$ cat src/rtl/spi_irq_pkg.sv
package spi_irq_pkg;
  localparam int unsigned REG_AW = 8;

  localparam logic [REG_AW-1:0] OFS_GIE = 8'h1C;
  localparam logic [REG_AW-1:0] OFS_ISR = 8'h20;
  localparam logic [REG_AW-1:0] OFS_IER = 8'h28;
  localparam logic [REG_AW-1:0] OFS_RST = 8'h40;

  // Strobes handed from the decoder to the register datapath
  typedef struct packed {
    logic gieWr;
    logic isrClr;
    logic ierWr;
    logic rstFire;
  } ctrlStb_t;
endpackage

$ cat src/rtl/spi_irq_ctrl.sv
module spi_irq_ctrl
  import spi_irq_pkg::*;
#(
  parameter int unsigned DATA_W  = 32,
  parameter int unsigned RST_LEN = 4,
  parameter logic [DATA_W-1:0] RST_KEY = 'h0A
) (
  input  logic              clk,
  input  logic              rstN,
  input  logic              busWrEn,
  input  logic [REG_AW-1:0] busAddr,
  input  logic [DATA_W-1:0] busWrData,
  output ctrlStb_t          stb,
  output logic              coreRstOut
);
  localparam int unsigned CNT_W = $clog2(RST_LEN + 1);
  localparam logic [CNT_W-1:0] CNT_LOAD = CNT_W'(RST_LEN);

  logic [CNT_W-1:0] rstCnt;

  // Write decode
  always_comb begin
    stb         = '0;
    stb.gieWr   = busWrEn && (busAddr == OFS_GIE);
    stb.isrClr  = busWrEn && (busAddr == OFS_ISR);
    stb.ierWr   = busWrEn && (busAddr == OFS_IER);
    stb.rstFire = busWrEn && (busAddr == OFS_RST) && (busWrData == RST_KEY);
  end

  // Reset pulse counter; a new key write reloads it
  always_ff @(posedge clk) begin
    if (!rstN) begin
      rstCnt <= '0;
    end else if (stb.rstFire) begin
      rstCnt <= CNT_LOAD;
    end else if (rstCnt != '0) begin
      rstCnt <= rstCnt - 1'b1;
    end
  end

  assign coreRstOut = (rstCnt != '0);


  key_starts_pulse_chk: assert property (@(posedge clk) disable iff (!rstN)
    (busWrEn && busAddr == OFS_RST && busWrData == RST_KEY) |=> coreRstOut);


  bad_key_idle_chk: assert property (@(posedge clk) disable iff (!rstN)
    (busWrEn && busAddr == OFS_RST && busWrData != RST_KEY && !coreRstOut)
      |=> !coreRstOut);


  pulse_bound_chk: assert property (@(posedge clk) disable iff (!rstN)
    rstCnt <= CNT_LOAD);
endmodule

$ cat src/rtl/spi_irq_dp.sv
module spi_irq_dp
  import spi_irq_pkg::*;
#(
  parameter int unsigned DATA_W  = 32,
  parameter int unsigned NUM_SRC = 7
) (
  input  logic               clk,
  input  logic               rstN,
  input  ctrlStb_t           stb,
  input  logic [REG_AW-1:0]  busAddr,
  input  logic [DATA_W-1:0]  busWrData,
  input  logic [NUM_SRC-1:0] eventIn,
  output logic [DATA_W-1:0]  busRdData,
  output logic               irqOut
);
  localparam int unsigned GIE_BIT = DATA_W - 1;
  localparam int unsigned PAD_W   = DATA_W - NUM_SRC;

  logic               gieQ;
  logic [NUM_SRC-1:0] ierQ;
  logic [NUM_SRC-1:0] isrQ;

  always_ff @(posedge clk) begin
    if (!rstN) begin
      gieQ <= 1'b0;
    end else if (stb.gieWr) begin
      gieQ <= busWrData[GIE_BIT];
    end
  end

  always_ff @(posedge clk) begin
    if (!rstN) begin
      ierQ <= '0;
    end else if (stb.ierWr) begin
      ierQ <= busWrData[NUM_SRC-1:0];
    end
  end

  // One sticky bit per source; a set wins over a clear on the same edge
  for (genvar i = 0; i < NUM_SRC; i++) begin : g_src
    always_ff @(posedge clk) begin
      if (!rstN) begin
        isrQ[i] <= 1'b0;
      end else if (eventIn[i]) begin
        isrQ[i] <= 1'b1;
      end else if (stb.isrClr && busWrData[i]) begin
        isrQ[i] <= 1'b0;
      end
    end
  end

  always_comb begin
    unique case (busAddr)
      OFS_GIE: busRdData = {gieQ, {(DATA_W-1){1'b0}}};
      OFS_ISR: busRdData = {{PAD_W{1'b0}}, isrQ};
      OFS_IER: busRdData = {{PAD_W{1'b0}}, ierQ};
      default: busRdData = '0;
    endcase
  end

  assign irqOut = gieQ && |(isrQ & ierQ);


  event_latch_chk: assert property (@(posedge clk) disable iff (!rstN)
    (|eventIn) |=> ((isrQ & $past(eventIn)) == $past(eventIn)));


  clear_chk: assert property (@(posedge clk) disable iff (!rstN)
    stb.isrClr |=> ((isrQ & $past(busWrData[NUM_SRC-1:0]) & ~$past(eventIn)) == '0));


  ier_hold_chk: assert property (@(posedge clk) disable iff (!rstN)
    !stb.ierWr |=> $stable(ierQ));


  gie_hold_chk: assert property (@(posedge clk) disable iff (!rstN)
    !stb.gieWr |=> $stable(gieQ));
endmodule

$ cat src/rtl/spi_irq_front.sv
module spi_irq_front
  import spi_irq_pkg::*;
#(
  parameter int unsigned DATA_W  = 32,
  parameter int unsigned NUM_SRC = 7,
  parameter int unsigned RST_LEN = 4,
  parameter logic [DATA_W-1:0] RST_KEY = 'h0A
) (
  input  logic               clk,
  input  logic               rstN,
  input  logic               busWrEn,
  input  logic [REG_AW-1:0]  busAddr,
  input  logic [DATA_W-1:0]  busWrData,
  output logic [DATA_W-1:0]  busRdData,
  input  logic [NUM_SRC-1:0] eventIn,
  output logic               irqOut,
  output logic               coreRstOut
);
  ctrlStb_t stb;

  spi_irq_ctrl #(
    .DATA_W (DATA_W),
    .RST_LEN(RST_LEN),
    .RST_KEY(RST_KEY)
  ) u_ctrl (
    .clk       (clk),
    .rstN      (rstN),
    .busWrEn   (busWrEn),
    .busAddr   (busAddr),
    .busWrData (busWrData),
    .stb       (stb),
    .coreRstOut(coreRstOut)
  );

  spi_irq_dp #(
    .DATA_W (DATA_W),
    .NUM_SRC(NUM_SRC)
  ) u_dp (
    .clk      (clk),
    .rstN     (rstN),
    .stb      (stb),
    .busAddr  (busAddr),
    .busWrData(busWrData),
    .eventIn  (eventIn),
    .busRdData(busRdData),
    .irqOut   (irqOut)
  );
endmodule

$ cat config.mk
export PLATFORM = sky130hd
export DESIGN_NAME = spi_irq_front
export DESIGN_NICKNAME = d
export VERILOG_FILES = /design/src/rtl/spi_irq_pkg.sv /design/src/rtl/spi_irq_ctrl.sv /design/src/rtl/spi_irq_dp.sv /design/src/rtl/spi_irq_front.sv
export SDC_FILE = /design/constraint.sdc
export NUM_CORES = 1
export LEC_CHECK = 0
export BUFFER_PORTS_ARGS = -buffer_cell sky130_fd_sc_hd__buf_2
export CORE_ASPECT_RATIO = 0.8
export CORE_UTILIZATION = 44
export DETAILED_ROUTE_END_ITERATION = 10
export PLACE_DENSITY = 0.95
export RECOVER_POWER = 25
export SLEW_MARGIN = 20
export SYNTH_ARGS = -nofsm -noshare
export SYNTH_HDL_FRONTEND = slang
export SYNTH_HIERARCHICAL = 1
export SYNTH_SLANG_ARGS = --single-unit
$ cat constraint.sdc
create_clock -name clk -period 4.3 [get_ports clk]
set_clock_uncertainty 0.2 [all_clocks]
set_input_delay 0.645 -clock clk [delete_from_list [all_inputs] [get_ports clk]]
set_output_delay 0.645 -clock clk [all_outputs]
set_load 0.05 [all_outputs]
==> key figures <==
Pwr
  • Combinational group share of total power: 0.395
  • Switching component of the power: 0.199 mW
  • Clock power frac: 0.215
  • Worst IR Drop VDD: about 0.19 mV
  • Internal Pwr Total: about 0.3 mW
  • Power density of the placed cells: 338 nW/µm²
  • Share of power burned in registers: 0.389
  • Leakage power figure: 0.661 nW
  • Switching share of power: 0.400

Outcome
  • Result of the run: finished, final reports clean

Logic synthesis
  • Gate count of the mapped netlist: 139
  • Synth cell types: 31
  • Syn avg cell area: 8.90 µm²
  • Sequential share of the synthesized area: 0.291
  • Number of enable flip-flop cells after synthesis: 0
  • Number of register bits inferred by synthesis: 18
  • Cell area after technology mapping: 1240 µm²
  • Number of synthesis warnings: 6
  • Predominant post-synthesis flop cell: sky130_fd_sc_hd__dfxtp_1
  • Fraction of registers with async set or reset after synthesis: 0

STA
  • Fin Setup TNS: 0 ps
  • Fmax achieved: 363 MHz
  • Final hold viol count: 0
  • Unrepaired setup endpoints after global routing: false
  • Max-Slew Margin vs Limit: 0.223
  • Final count of negative-setup-slack endpoints: 0
  • Min Clock Period, post-route: 2760 ps
  • Slew at the pin closest to its max-slew limit: around 1200 ps
  • Post-route clock period utilization: 0.641
  • Final Max Tran Viols: 0

Global routing
  • Total track usage: 0.193
  • Pin count of the biggest net entering global routing: 19
  • Gr ovfl total: 0
  • Global-route wire length before repair: 4300 µm
  • Vias in the first global route: between 900 and 1,000
  • Antenna violations before repair: 0

Setup path
  • WS Path Type: in -> reg
  • Critical path fanouts, max: 7
  • Worst R2R Path Depth: 6
  • Arrival time reported for the critical path endpoint: 2770 ps
  • Startpoint types: input port
  • Required time of the worst setup path: 4310 ps
  • Kind of end point of the critical path: flip-flop

Detailed routing
  • Residual DRC count: 0
  • Via count of the routed design: 1,124
  • Number of search-and-repair iterations in the first detailed-routing pass: 4
  • Routed wire length per instance: between 10 and 15 µm
  • ANT nets after route: 0
  • Final WL: 2880 µm
  • Drt initial violations: 18
  • Vias per std cell: 4.84

Placement
  • Placed inst area: 1460 µm²
  • Routability congestion estimate: 0.823
  • Detailed placement HPWL: 2290 µm
  • Port-buffer cells: 59

Hold path
  • Class of the tightest hold or removal check: reg -> reg
  • Worst hold path cell count: 2

Finish
  • Final net count: 250
  • Commonest non-fill, non-tap cell in the layout: sky130_fd_sc_hd__buf_2
  • Fraction of final layout cells with drive strength greater than 1: 0.321
  • Top library cells by usage in the layout, fill and taps aside: sky130_fd_sc_hd__buf_2 (57), sky130_fd_sc_hd__conb_1 (24), sky130_fd_sc_hd__dfxtp_1 (18)
  • Post-Route Utilization: 0.574
  • Growth of design area from synthesis to finish: 18.9%
  • Area of all placed cells without fillers: 1470 µm²
  • Ant. Diodes: 0

Clock network
  • CTS root buffer: sky130_fd_sc_hd__clkbuf_4
  • Clock-pin slew on the worst setup and hold paths: 110 ps
  • Post-CTS Hold Fix Bufs: 0
  • Number of levels the H-tree was split into: 1
  • Number of CTS-inserted buffers: 3
  • Total setup buffers inserted after CTS: 0
  • Number of instances resized during post-cts repair: 0
  • TritonCTS clock tree: built
  • Clock sink total: 18
  • Buffer depth of the longest clock path: 2
  • Clock latency reported for the late side of the worst-skew pair: approximately 300 ps

Flow run
  • Max-capacitance violation count: 0

Floorplan
  • Die Outline Area: slightly above 3000 µm²
  • Number of top-level design ports: 84
  • Floorplan die height: 49.4 µm
  • Effective utilization at floorplan: 0.483
  • Die Wd: 61.3 µm
  • Placement row count: 16
  • Area of the core: 2560 µm²
-- registers in the layout (all words and copies together), names as in the netlist --
register and cells:
u_dp/isrQ 7, u_dp/gieQ 1, u_dp/ierQ 7, u_ctrl/rstCnt 3
-- cell families (layout without fill, tap and decap cells) --
family | after synthesis | in the layout | synth area share
other cells | 1 | 24 | 0.00303
buf+inv | 35 | 69 | 0.186
mux | 15 | 15 | 0.121
fa+ha+maj | 3 | 3 | 0.0303
xor+xnor | 1 | 1 | 0.00708
flops | 18 | 18 | 0.291
simple gates | 45 | 45 | 0.237
compound gates | 21 | 21 | 0.124
-- worst max-delay path, stage by stage --
cell                       delay [ps]
sky130_fd_sc_hd__buf_2            100
sky130_fd_sc_hd__or4b_1           580
sky130_fd_sc_hd__nor4_1           960
sky130_fd_sc_hd__a21boi_0         260
sky130_fd_sc_hd__o21a_1           220
-- power by group through the flow --
stage	Clock, mW	Combinational [mW]	Sequential (mW)
after floorplan	0	0.170	0.195
after global placement	0	0.193	0.197
after detailed placement	0	0.197	0.198
after CTS	0.109	0.198	0.194
after global routing	0.115	0.220	0.197
final	0.107	0.197	0.194
-- cells in the mapped netlist (all sizes together) (3+ instances only) --
library cell,instances,area share
nor4,8,0.053
buf,26,0.16
nor2b,8,0.040
dfxtp,18,0.29
ha,3,0.030
o21a,8,0.049
mux2i,15,0.12
nor2,5,0.015
nand2,4,0.012
clkbuf,3,0.0091
a21boi,7,0.042
nor3,10,0.044
inv,6,0.018
-- path summary, 6_finish.rpt --
path                            startpoint                             to  slack (ps)
min          u_ctrl/rstCnt[1]$_SDFFE_PP0P_  u_ctrl/rstCnt[1]$_SDFFE_PP0P_         340
max reg2reg  u_ctrl/rstCnt[0]$_SDFFE_PP0P_  u_ctrl/rstCnt[2]$_SDFFE_PN0P_        2790
max                             busAddr[7]      u_dp/isrQ[1]$_SDFFE_PN0P_        1540
min reg2reg  u_ctrl/rstCnt[1]$_SDFFE_PP0P_  u_ctrl/rstCnt[1]$_SDFFE_PP0P_         340
-- metrics by stage --
| step | std cells | hold WS [ps] | power [mW] | worst slack [ps] |
|---|---|---|---|---|
| final | 232 | 337 | 0.498 | 1540 |
| after global routing | 232 | 342 | 0.533 | 1450 |
| after CTS | 232 | 338 | 0.501 | 1570 |
| after detailed placement | 228 | 321 | 0.395 | 1270 |
| after global placement | 228 | 303 | 0.390 | 1450 |
| after floorplan | 162 | 283 | 0.365 | 1050 |
-- per-layer routing --
| metal | global-route usage | vias to the layer above | part of all wire |
|---|---|---|---|
| met3 | 0.0531 | 4 | 0.087 |
| met5 | 0 | - | 0 |
| met4 | 0.0530 | 0 | 0.0097 |
| li1 | - | 559 | - |
| met2 | 0.297 | 59 | 0.45 |
| met1 | 0.260 | 502 | 0.45 |
-- layout make-up --
class,count,area [µm²]
multi-input combinational,109,714
sequential,18,360
inverter,6,22.5
fill,247,1090
clock buffer,4,36.3
tap,36,45.0
timing repair buffer,59,293
No activity file was read; power rests on OpenSTA's default activity.
